<file path="src/rtl/prt_pkg.sv">
`timescale 1ns/1ps
package prt_pkg;
  localparam int unsigned REG_W    = 32;
  localparam int unsigned PEND_BIT = 31;

  typedef enum logic [1:0] {
    SEL_DONE = 2'd0,
    SEL_PLEN = 2'd1,
    SEL_PID  = 2'd2,
    SEL_STAT = 2'd3
  } prt_sel_e;
endpackage

</file>
<file path="src/rtl/prt_fifo.sv">
`timescale 1ns/1ps
module prt_fifo #(
  parameter int unsigned DEPTH = 4,
  parameter int unsigned W     = 29
) (
  input  logic         clk,
  input  logic         rst_n,
  input  logic         push,
  input  logic         pop,
  input  logic [W-1:0] wdata,
  output logic [W-1:0] rdata,
  output logic         full,
  output logic         empty
);
  localparam int unsigned PTR_W = (DEPTH > 1) ? $clog2(DEPTH) : 1;
  localparam int unsigned CNT_W = $clog2(DEPTH + 1);

  logic [W-1:0]     slot [DEPTH];
  logic [PTR_W-1:0] wr_ptr, rd_ptr;
  logic [CNT_W-1:0] level;

  function automatic logic [PTR_W-1:0] bump(input logic [PTR_W-1:0] p);
    return (p == PTR_W'(DEPTH - 1)) ? '0 : p + 1'b1;
  endfunction

  for (genvar g = 0; g < DEPTH; g++) begin : g_slot
    always_ff @(posedge clk) begin
      if (!rst_n)                               slot[g] <= '0;
      else if (push && wr_ptr == PTR_W'(g))     slot[g] <= wdata;
    end
  end

  always_ff @(posedge clk) begin
    if (!rst_n) begin
      wr_ptr <= '0;
      rd_ptr <= '0;
      level  <= '0;
    end else begin
      if (push) wr_ptr <= bump(wr_ptr);
      if (pop)  rd_ptr <= bump(rd_ptr);
      case ({push, pop})
        2'b10:   level <= level + 1'b1;
        2'b01:   level <= level - 1'b1;
        default: level <= level;
      endcase
    end
  end

  assign rdata = slot[rd_ptr];
  assign full  = (level == CNT_W'(DEPTH));
  assign empty = (level == '0);

  a_r6_level_bound: assert property (@(posedge clk) disable iff (!rst_n)
    level <= CNT_W'(DEPTH));
  a_r5_pop_drops_one: assert property (@(posedge clk) disable iff (!rst_n)
    (pop && !push) |=> (level == $past(level) - 1'b1));
  a_r2_push_adds_one: assert property (@(posedge clk) disable iff (!rst_n)
    (push && !pop) |=> (level == $past(level) + 1'b1));
endmodule

</file>
<file path="src/rtl/prt_done.sv">
`timescale 1ns/1ps
module prt_done #(
  parameter int unsigned NUM_IDS = 8,
  parameter int unsigned ID_W    = 5
) (
  input  logic               clk,
  input  logic               rst_n,
  input  logic               set_en,
  input  logic [ID_W-1:0]    set_id,
  input  logic               clr,
  output logic [NUM_IDS-1:0] done_q,
  output logic               irq
);
  logic [NUM_IDS-1:0] hit;

  for (genvar g = 0; g < NUM_IDS; g++) begin : g_bit
    assign hit[g] = set_en && (set_id == ID_W'(g));
    always_ff @(posedge clk) begin
      if (!rst_n) done_q[g] <= 1'b0;
      else        done_q[g] <= hit[g] | (done_q[g] & ~clr);
    end
  end

  always_ff @(posedge clk) begin
    if (!rst_n) irq <= 1'b0;
    else        irq <= set_en;
  end

  a_r8_done_sets: assert property (@(posedge clk) disable iff (!rst_n)
    (set_en && int'(set_id) < NUM_IDS) |=> done_q[$past(set_id)]);
  a_r8_clear_holds: assert property (@(posedge clk) disable iff (!rst_n)
    (clr && !set_en) |=> (done_q == '0));
endmodule

</file>
<file path="src/rtl/prt_report.sv">
`timescale 1ns/1ps
module prt_report
  import prt_pkg::*;
#(
  parameter int unsigned DEPTH   = 4,
  parameter int unsigned ID_W    = 5,
  parameter int unsigned LEN_W   = 24,
  parameter int unsigned NUM_IDS = 8
) (
  input  logic             clk,
  input  logic             rst_n,
  input  logic             rec_valid,
  output logic             rec_ready,
  input  logic             rec_report,
  input  logic [ID_W-1:0]  rec_id,
  input  logic [LEN_W-1:0] rec_len,
  input  logic             rd_en,
  input  logic [1:0]       rd_sel,
  output logic [31:0]      rd_data,
  output logic             eot_irq
);
  localparam int unsigned W = ID_W + LEN_W;

  logic               full, empty, pop, push, drop, ovf_q;
  logic [W-1:0]       head;
  logic [ID_W-1:0]    head_id;
  logic [LEN_W-1:0]   head_len;
  logic [NUM_IDS-1:0] done_q;
  logic               rd_done;
  logic [REG_W-1:0]   rd_mux;

  assign pop       = rd_en && (prt_sel_e'(rd_sel) == SEL_PID) && !empty;
  assign rd_done   = rd_en && (prt_sel_e'(rd_sel) == SEL_DONE);
  assign rec_ready = !full || pop;
  assign push      = rec_valid && rec_report && rec_ready;
  assign drop      = rec_valid && rec_report && !rec_ready;

  prt_fifo #(.DEPTH(DEPTH), .W(W)) u_fifo (
    .clk   (clk),
    .rst_n (rst_n),
    .push  (push),
    .pop   (pop),
    .wdata ({rec_id, rec_len}),
    .rdata (head),
    .full  (full),
    .empty (empty)
  );

  prt_done #(.NUM_IDS(NUM_IDS), .ID_W(ID_W)) u_done (
    .clk    (clk),
    .rst_n  (rst_n),
    .set_en (rec_valid),
    .set_id (rec_id),
    .clr    (rd_done),
    .done_q (done_q),
    .irq    (eot_irq)
  );

  assign head_id  = head[W-1 -: ID_W];
  assign head_len = head[LEN_W-1:0];

  always_ff @(posedge clk) begin
    if (!rst_n)    ovf_q <= 1'b0;
    else if (drop) ovf_q <= 1'b1;
  end

  always_comb begin
    rd_mux = '0;
    unique case (prt_sel_e'(rd_sel))
      SEL_DONE: begin
        rd_mux[NUM_IDS-1:0] = done_q;
        rd_mux[PEND_BIT]    = !empty;
      end
      SEL_PLEN: if (!empty) rd_mux[LEN_W-1:0] = head_len;
      SEL_PID:  if (!empty) rd_mux[ID_W-1:0]  = head_id;
      SEL_STAT: rd_mux[0] = ovf_q;
      default:  rd_mux = '0;
    endcase
  end

  always_ff @(posedge clk) begin
    if (!rst_n) rd_data <= '0;
    else        rd_data <= rd_en ? rd_mux : '0;
  end

  a_r9_irq_follows: assert property (@(posedge clk) disable iff (!rst_n)
    rec_valid |=> eot_irq);
  a_r9_irq_quiet: assert property (@(posedge clk) disable iff (!rst_n)
    !rec_valid |=> !eot_irq);
  a_r6_drop_flags: assert property (@(posedge clk) disable iff (!rst_n)
    (rec_valid && rec_report && !rec_ready) |=> ovf_q);
  a_r6_ovf_sticky: assert property (@(posedge clk) disable iff (!rst_n)
    ovf_q |=> ovf_q);
  a_r11_idle_zero: assert property (@(posedge clk) disable iff (!rst_n)
    !rd_en |=> (rd_data == '0));
  a_r10_empty_len: assert property (@(posedge clk) disable iff (!rst_n)
    (rd_en && rd_sel == 2'd1 && empty) |=> (rd_data == '0));
endmodule

</file>
<file path="config.mk">
export PLATFORM = sky130hd
export DESIGN_NAME = prt_report
export DESIGN_NICKNAME = d
export VERILOG_FILES = /design/src/rtl/prt_pkg.sv /design/src/rtl/prt_fifo.sv /design/src/rtl/prt_done.sv /design/src/rtl/prt_report.sv
export SDC_FILE = /design/constraint.sdc
export NUM_CORES = 1
export LEC_CHECK = 0
export CORE_ASPECT_RATIO = 0.5
export CORE_UTILIZATION = 50
export CTS_BUF_LIST = sky130_fd_sc_hd__clkbuf_8
export DETAILED_ROUTE_END_ITERATION = 10
export DONT_BUFFER_PORTS = 1
export REMOVE_ABC_BUFFERS = 1
export SYNTH_ARGS = -nofsm -noshare
export SYNTH_HDL_FRONTEND = slang
export SYNTH_SLANG_ARGS = --single-unit
</file>
<file path="constraint.sdc">
create_clock -name clk -period 6.1 [get_ports clk]
set_input_delay 1.83 -clock clk [delete_from_list [all_inputs] [get_ports clk]]
set_output_delay 1.83 -clock clk [all_outputs]
set_load 0.01 [all_outputs]
</file>
==> flow_metrics.tcl, run 1 <==
set metrics [dict create \
    cts_hold_buf 0 \
    placed_area_um2 6920 \
    worst_slew_pin_slew_ns 1.18 \
    r2r_cells 4 \
    r2r-end "u_fifo.slot[0][4]" \
    crit_fanout 8 \
    grt_pass1_wl_mm 21.1 \
    dp_hpwl_mm 7.96 \
    p_leak_nw 2.63 \
    fill_cells 1074 \
    drt_pass1_iterations 5 \
    synth_warnings 0 \
    slowest_delay_ns 0.18 \
    fin_area_um2 7330 \
    ant_nets 0 \
    post_cts_buffers 0 \
    cts_buffers 17 \
    drv_cap 0 \
    hold_viol 0 \
    vias 3682 \
    layout-drive-gt1-share 0.152 \
    critPathTopFamily "simple AND/OR/NAND/NOR gates" \
    relSlewSlack 0.210 \
    clock-root-buffer "clkbuf_8" \
    cpMaxStageDelayCell "nand3_1" \
    vdd_drop_max_mv 0.124 \
    track_usage 0.205 \
    vias_per_cell 5.60 \
    synth_common_cells "136 x and2_1, 116 x edfxtp_1, 44 x dfxtp_1" \
    netlist.area_leader.share 0.506 \
    htreeDepth 4 \
    cts_sinks 160 \
    die_h_um 85.0 \
    cts_tree "done" \
    path_cells "nand3b_4 -> nand3_1" \
    cts_buffer_depth 2 \
    grt-ovfl-total 0 \
    fin_crit_sh 0.657 \
    dieArea_um2 14300 \
    status "completed" \
    coreArea_um2 13100 \
    cts_resized 0 \
    multi_input_area_um2 2250 \
    synth_area_leaders "edfxtp_1 51%, dfxtp_1 13%, and2_1 12%, mux4_2 8.8%, buf_6 1.3%" \
    synth_top_area_cell "edfxtp_1" \
    synth.most_common_cell "and2_1" \
    async_flop_share 0 \
    synthFlopType "edfxtp_1" \
    seq_area_frac_synth 0.633 \
    die_x_um 168 \
    tns_ns 0 \
    whs_path_depth 1 \
    insertion_delay_ns 0.44 \
    io-pin-count 70 \
    synthCells 476 \
    critPathCaptureType "output pin" \
    grt_max_degree 32 \
    rrSetupSlack_ns 3.77 \
    fmax_mhz 249 \
    hold_start "ovf_q" \
    maxSlewViolCount 0 \
    powerDensity_nw_per_um2 289 \
    syn_avg_cell_area_um2 14.5 \
    row_count 29 \
    setup_viol 0 \
    area_delta_synth_final_pct 6.34 \
    period_needed_ns 4.01 \
    io_buffers 0 \
    post-route-util 0.561 \
    antenna_found_initial 0 \
    seq_area_um2 4370 \
    cts.clk_slew.worst_paths_ns 0.10 \
    path_buf_inv 0 \
    ys_ff_latch 160 \
    r2r-start "u_fifo.level[0]" \
    drc 0 \
    diodes 0 \
    grt_pass1_vias 3710 \
    synth_edf_count 116 \
    hold_class "flop to flop" \
    path_class "primary input to output pin" \
    wl_per_cell_um 20.9 \
    worstSetupStartpoint "rd_sel[0]" \
    drt_iter0_drc 295 \
    synth_cell_type_count 43 \
    place_congestion 0.841 \
    nNetsFinal 517 \
    hold_end "ovf_q" \
    rsz0062_at_grt "false" \
    netlist_area_um2 6890 \
    initial_utilization 0.527 \
    totalWireLength_mm 13.8 \
    cp.required_ns 4.27 \
    arrival_ns 2.18 \
    finClkSkew_ns 0.0155 \
    critPathLaunchType "primary input" \
]
## layout make-up
type                    count  area share
inverters                   9     0.00461
multi-input cells         279       0.308
clock inverters            15      0.0239
well taps                 170      0.0290
flip-flops and latches    160       0.596
clock buffers              17      0.0319
repair buffers              7     0.00717
## per-stage QoR
stage / setup WS [ns] / total power, mW / hold WS [ns] / instances
after floorplan: 2.13 / 1.32 / 0.440 / 448
after global placement: 2.10 / 1.34 / 0.459 / 625
after detailed placement: 2.09 / 1.35 / 0.461 / 625
after CTS: 2.09 / 2.13 / 0.486 / 657
after global routing: 2.08 / 2.19 / 0.503 / 657
final: 2.09 / 2.11 / 0.482 / 657
## power by group
| part | total, mW | internal (mW) | switching (mW) |
|---|---|---|---|
| logic | 0.103 | 0.0420 | 0.0608 |
| clock network | 0.793 | 0.346 | 0.447 |
| registers | 1.22 | 1.21 | 0.0137 |
| total | 2.11 | 1.59 | 0.522 |
## logic make-up (layout without fill, tap and decap cells)
logic type               Yosys count  after routing  share of synthesized area
XOR/XNOR                           2              2                    0.00254
other                              1              7                   0.000544
adder cells (fa/ha/maj)            7              7                     0.0138
multiplexers                      33             33                     0.0970
buffers and inverters             43             48                     0.0429
AO/OA/AOI/OAI                     32             32                     0.0356
AND/OR/NAND/NOR                  198            198                      0.174
flip-flops                       160            160                      0.633
## cell usage in the layout, fill, tap and decap left out, types with 5 or more instances in the layout
master,count
dfxtp_1,43
clkbuf_8,17
conb_1,7
inv_1,9
inv_8,5
mux4_2,27
and2_1,136
buf_4,7
and3_1,5
nand2_1,17
a22oi_1,5
edfxtp_1,116
ha_1,6
nor2_1,8
nor2b_1,11
mux2i_1,6
## sequential cells by signal, indices dropped and copies added (netlist names), named ones only
register,count
u_done.irq,1
rd_data,25
u_fifo.level,3
u_done.done_q,8
ovf_q,1
u_fifo.wr_ptr,2
u_fifo.slot,116
u_fifo.rd_ptr,2
## worst max path at each step
stage	end	slack, ns	depth (start not counted)
after floorplan	rec_ready	2.13	2
after global placement	rec_ready	2.10	2
after detailed placement	rec_ready	2.09	2
after CTS	rec_ready	2.09	2
after global routing	rec_ready	2.08	2
final	rec_ready	2.09	2
## routing by layer
metal | vias to the layer above | track usage | routed length, µm
met3 | 13 | 0.0518 | 946
li1 | 1689 | - | -
met4 | 0 | 0.0634 | 110
met1 | 1854 | 0.274 | 6090
met2 | 126 | 0.334 | 6610
met5 | - | 0 | 0
Power figures use the tool's default switching activity.
==> inputs of run 2 (changes only) <==
Settings changed: PLACE_DENSITY set to 0.68.
Clock period 6.1 ns to 3.6 ns, I/O delays scaled along.
==> run 2 against run 1 <==
Combinational power increased by 65%. Non-clock buffer count is 2 higher. Sequential share of layout area unchanged. Clock power is 64% higher. Flip-flop and latch count stayed put. Critical path depth did not move. Via count fell by 3.9%. Critical path type unchanged. Largest cell class unchanged.
==> flow_metrics.tcl, run 2 (synthesized netlist as in run 1, its figures left out) <==
set metrics [dict create \
    hold_start "ovf_q" \
    cts_tree "done" \
    period_needed_ns 2.50 \
    nNetsFinal 519 \
    crit_fanout 8 \
    hold_class "flop to flop" \
    multi_input_area_um2 2250 \
    cpMaxStageDelayCell "nand3_1" \
    initial_utilization 0.527 \
    critPathTopFamily "simple AND/OR/NAND/NOR gates" \
    drt_iter0_drc 235 \
    critPathCaptureType "output pin" \
    cts.clk_slew.worst_paths_ns 0.08 \
    io-pin-count 70 \
    whs_path_depth 1 \
    path_buf_inv 0 \
    seq_area_um2 4370 \
    cts_buffer_depth 2 \
    r2r-start "u_fifo.level[0]" \
    vias_per_cell 5.37 \
    track_usage 0.189 \
    row_count 29 \
    totalWireLength_mm 12.8 \
    vias 3537 \
    cts_sinks 160 \
    wl_per_cell_um 19.4 \
    clock-root-buffer "clkbuf_8" \
    setup_viol 0 \
    status "completed" \
    relSlewSlack 0.409 \
    path_class "primary input to output pin" \
    cts_buffers 17 \
    maxSlewViolCount 0 \
    powerDensity_nw_per_um2 483 \
    grt_max_degree 31 \
    place_congestion 0.782 \
    fin_area_um2 7330 \
    dp_hpwl_mm 7.60 \
    final_cell_mix "136 x and2_1, 116 x edfxtp_1, 43 x dfxtp_1, 27 x mux4_2, 19 x clkbuf_8" \
    slowest_delay_ns 0.17 \
    fill_cells 1024 \
    worst_slew_pin_slew_ns 0.886 \
    drt_pass1_iterations 4 \
    rsz0062_at_grt "false" \
    diodes 0 \
    grt_pass1_vias 3514 \
    drv_cap 0 \
    fmax_mhz 400 \
    grt-ovfl-total 0 \
    regMostFlops "u_fifo.slot" \
    cp.required_ns 2.52 \
    post_cts_buffers 0 \
    insertion_delay_ns 0.45 \
    drc 0 \
    fin_crit_sh 0.694 \
    r2r_cells 9 \
    ant_nets 0 \
    antenna_found_initial 0 \
    cts_resized 0 \
    finClkSkew_ns 0.0173 \
    coreArea_um2 13100 \
    grt_pass1_wl_mm 19.5 \
    placed_area_um2 6950 \
    vdd_drop_max_mv 0.250 \
    hold_viol 0 \
    reg_top3 "u_fifo.slot (116), rd_data (25), u_done.done_q (8)" \
    path_cells "nand3b_4 -> nand3_1" \
    cts_hold_buf 0 \
    final_common_cell "and2_1" \
    tns_ns 0 \
    largest_reg_flops 116 \
    layout-drive-gt1-share 0.149 \
    rrSetupSlack_ns 1.41 \
    die_h_um 85.0 \
    arrival_ns 1.42 \
    area_delta_synth_final_pct 6.34 \
    r2r-end "u_fifo.level[2]" \
    dieArea_um2 14300 \
    io_buffers 0 \
    hold_end "ovf_q" \
    critPathLaunchType "primary input" \
    p_leak_nw 2.67 \
    die_x_um 168 \
    htreeDepth 4 \
]
[run 2: cell types whose count changed in the layout (fill, tap and decap cells not counted), sizes merged]
cell	change
clkinvlp	-4
buf	+2
clkbuf	+2
bufinv	+1
clkinv	+1
[run 2: area by class of cell]
cell class                 count  area share
sequential                   160       0.596
clock inverter                13      0.0164
clock buffer                  19      0.0357
timing repair buffer           9      0.0109
inverter                       9     0.00461
multi-input combinational    279       0.308
tap                          170      0.0290
[run 2: where the power goes]
group | leakage (nW) | total, mW | switching, mW | internal [mW]
Combinational | 0.887 | 0.170 | 0.0966 | 0.0730
Sequential | 1.56 | 2.07 | 0.0269 | 2.04
Clock | 0.215 | 1.30 | 0.657 | 0.645
[run 2: worst max path at each step]
stage,start,end,slack [ns],cells past startpoint
finish,rd_sel[0],rec_ready,1.10,2
global route,rd_sel[0],rec_ready,1.07,2
CTS,rd_sel[0],rec_ready,1.09,2
detailed placement,rd_sel[0],u_fifo.level[2],0.82,9
global placement,rd_sel[0],u_fifo.level[2],0.85,9
floorplan,rd_sel[0],u_fifo.slot[0][0],0.92,4
[run 2: stage by stage]
step | power, mW | worst slack (ns) | hold slack [ns] | cells | util
final | 3.54 | 1.10 | 0.485 | 659 | 0.561
after global routing | 3.65 | 1.07 | 0.496 | 659 | 0.561
after CTS | 3.56 | 1.09 | 0.486 | 659 | 0.561
after detailed placement | 2.28 | 0.823 | 0.466 | 627 | 0.532
after global placement | 2.28 | 0.848 | 0.463 | 627 | 0.532
after floorplan | 2.23 | 0.925 | 0.440 | 448 | -
[run 2: per-layer routing]
layer  track usage  vias to the layer above  routed length, µm  share of wire
li1              -                     1685                  -              -
met1         0.248                     1751               5650           0.44
met2         0.305                       96               6170           0.48
met3        0.0541                        5                916          0.072
met4        0.0626                        0                 51         0.0040
met5             0                        -                  0              0
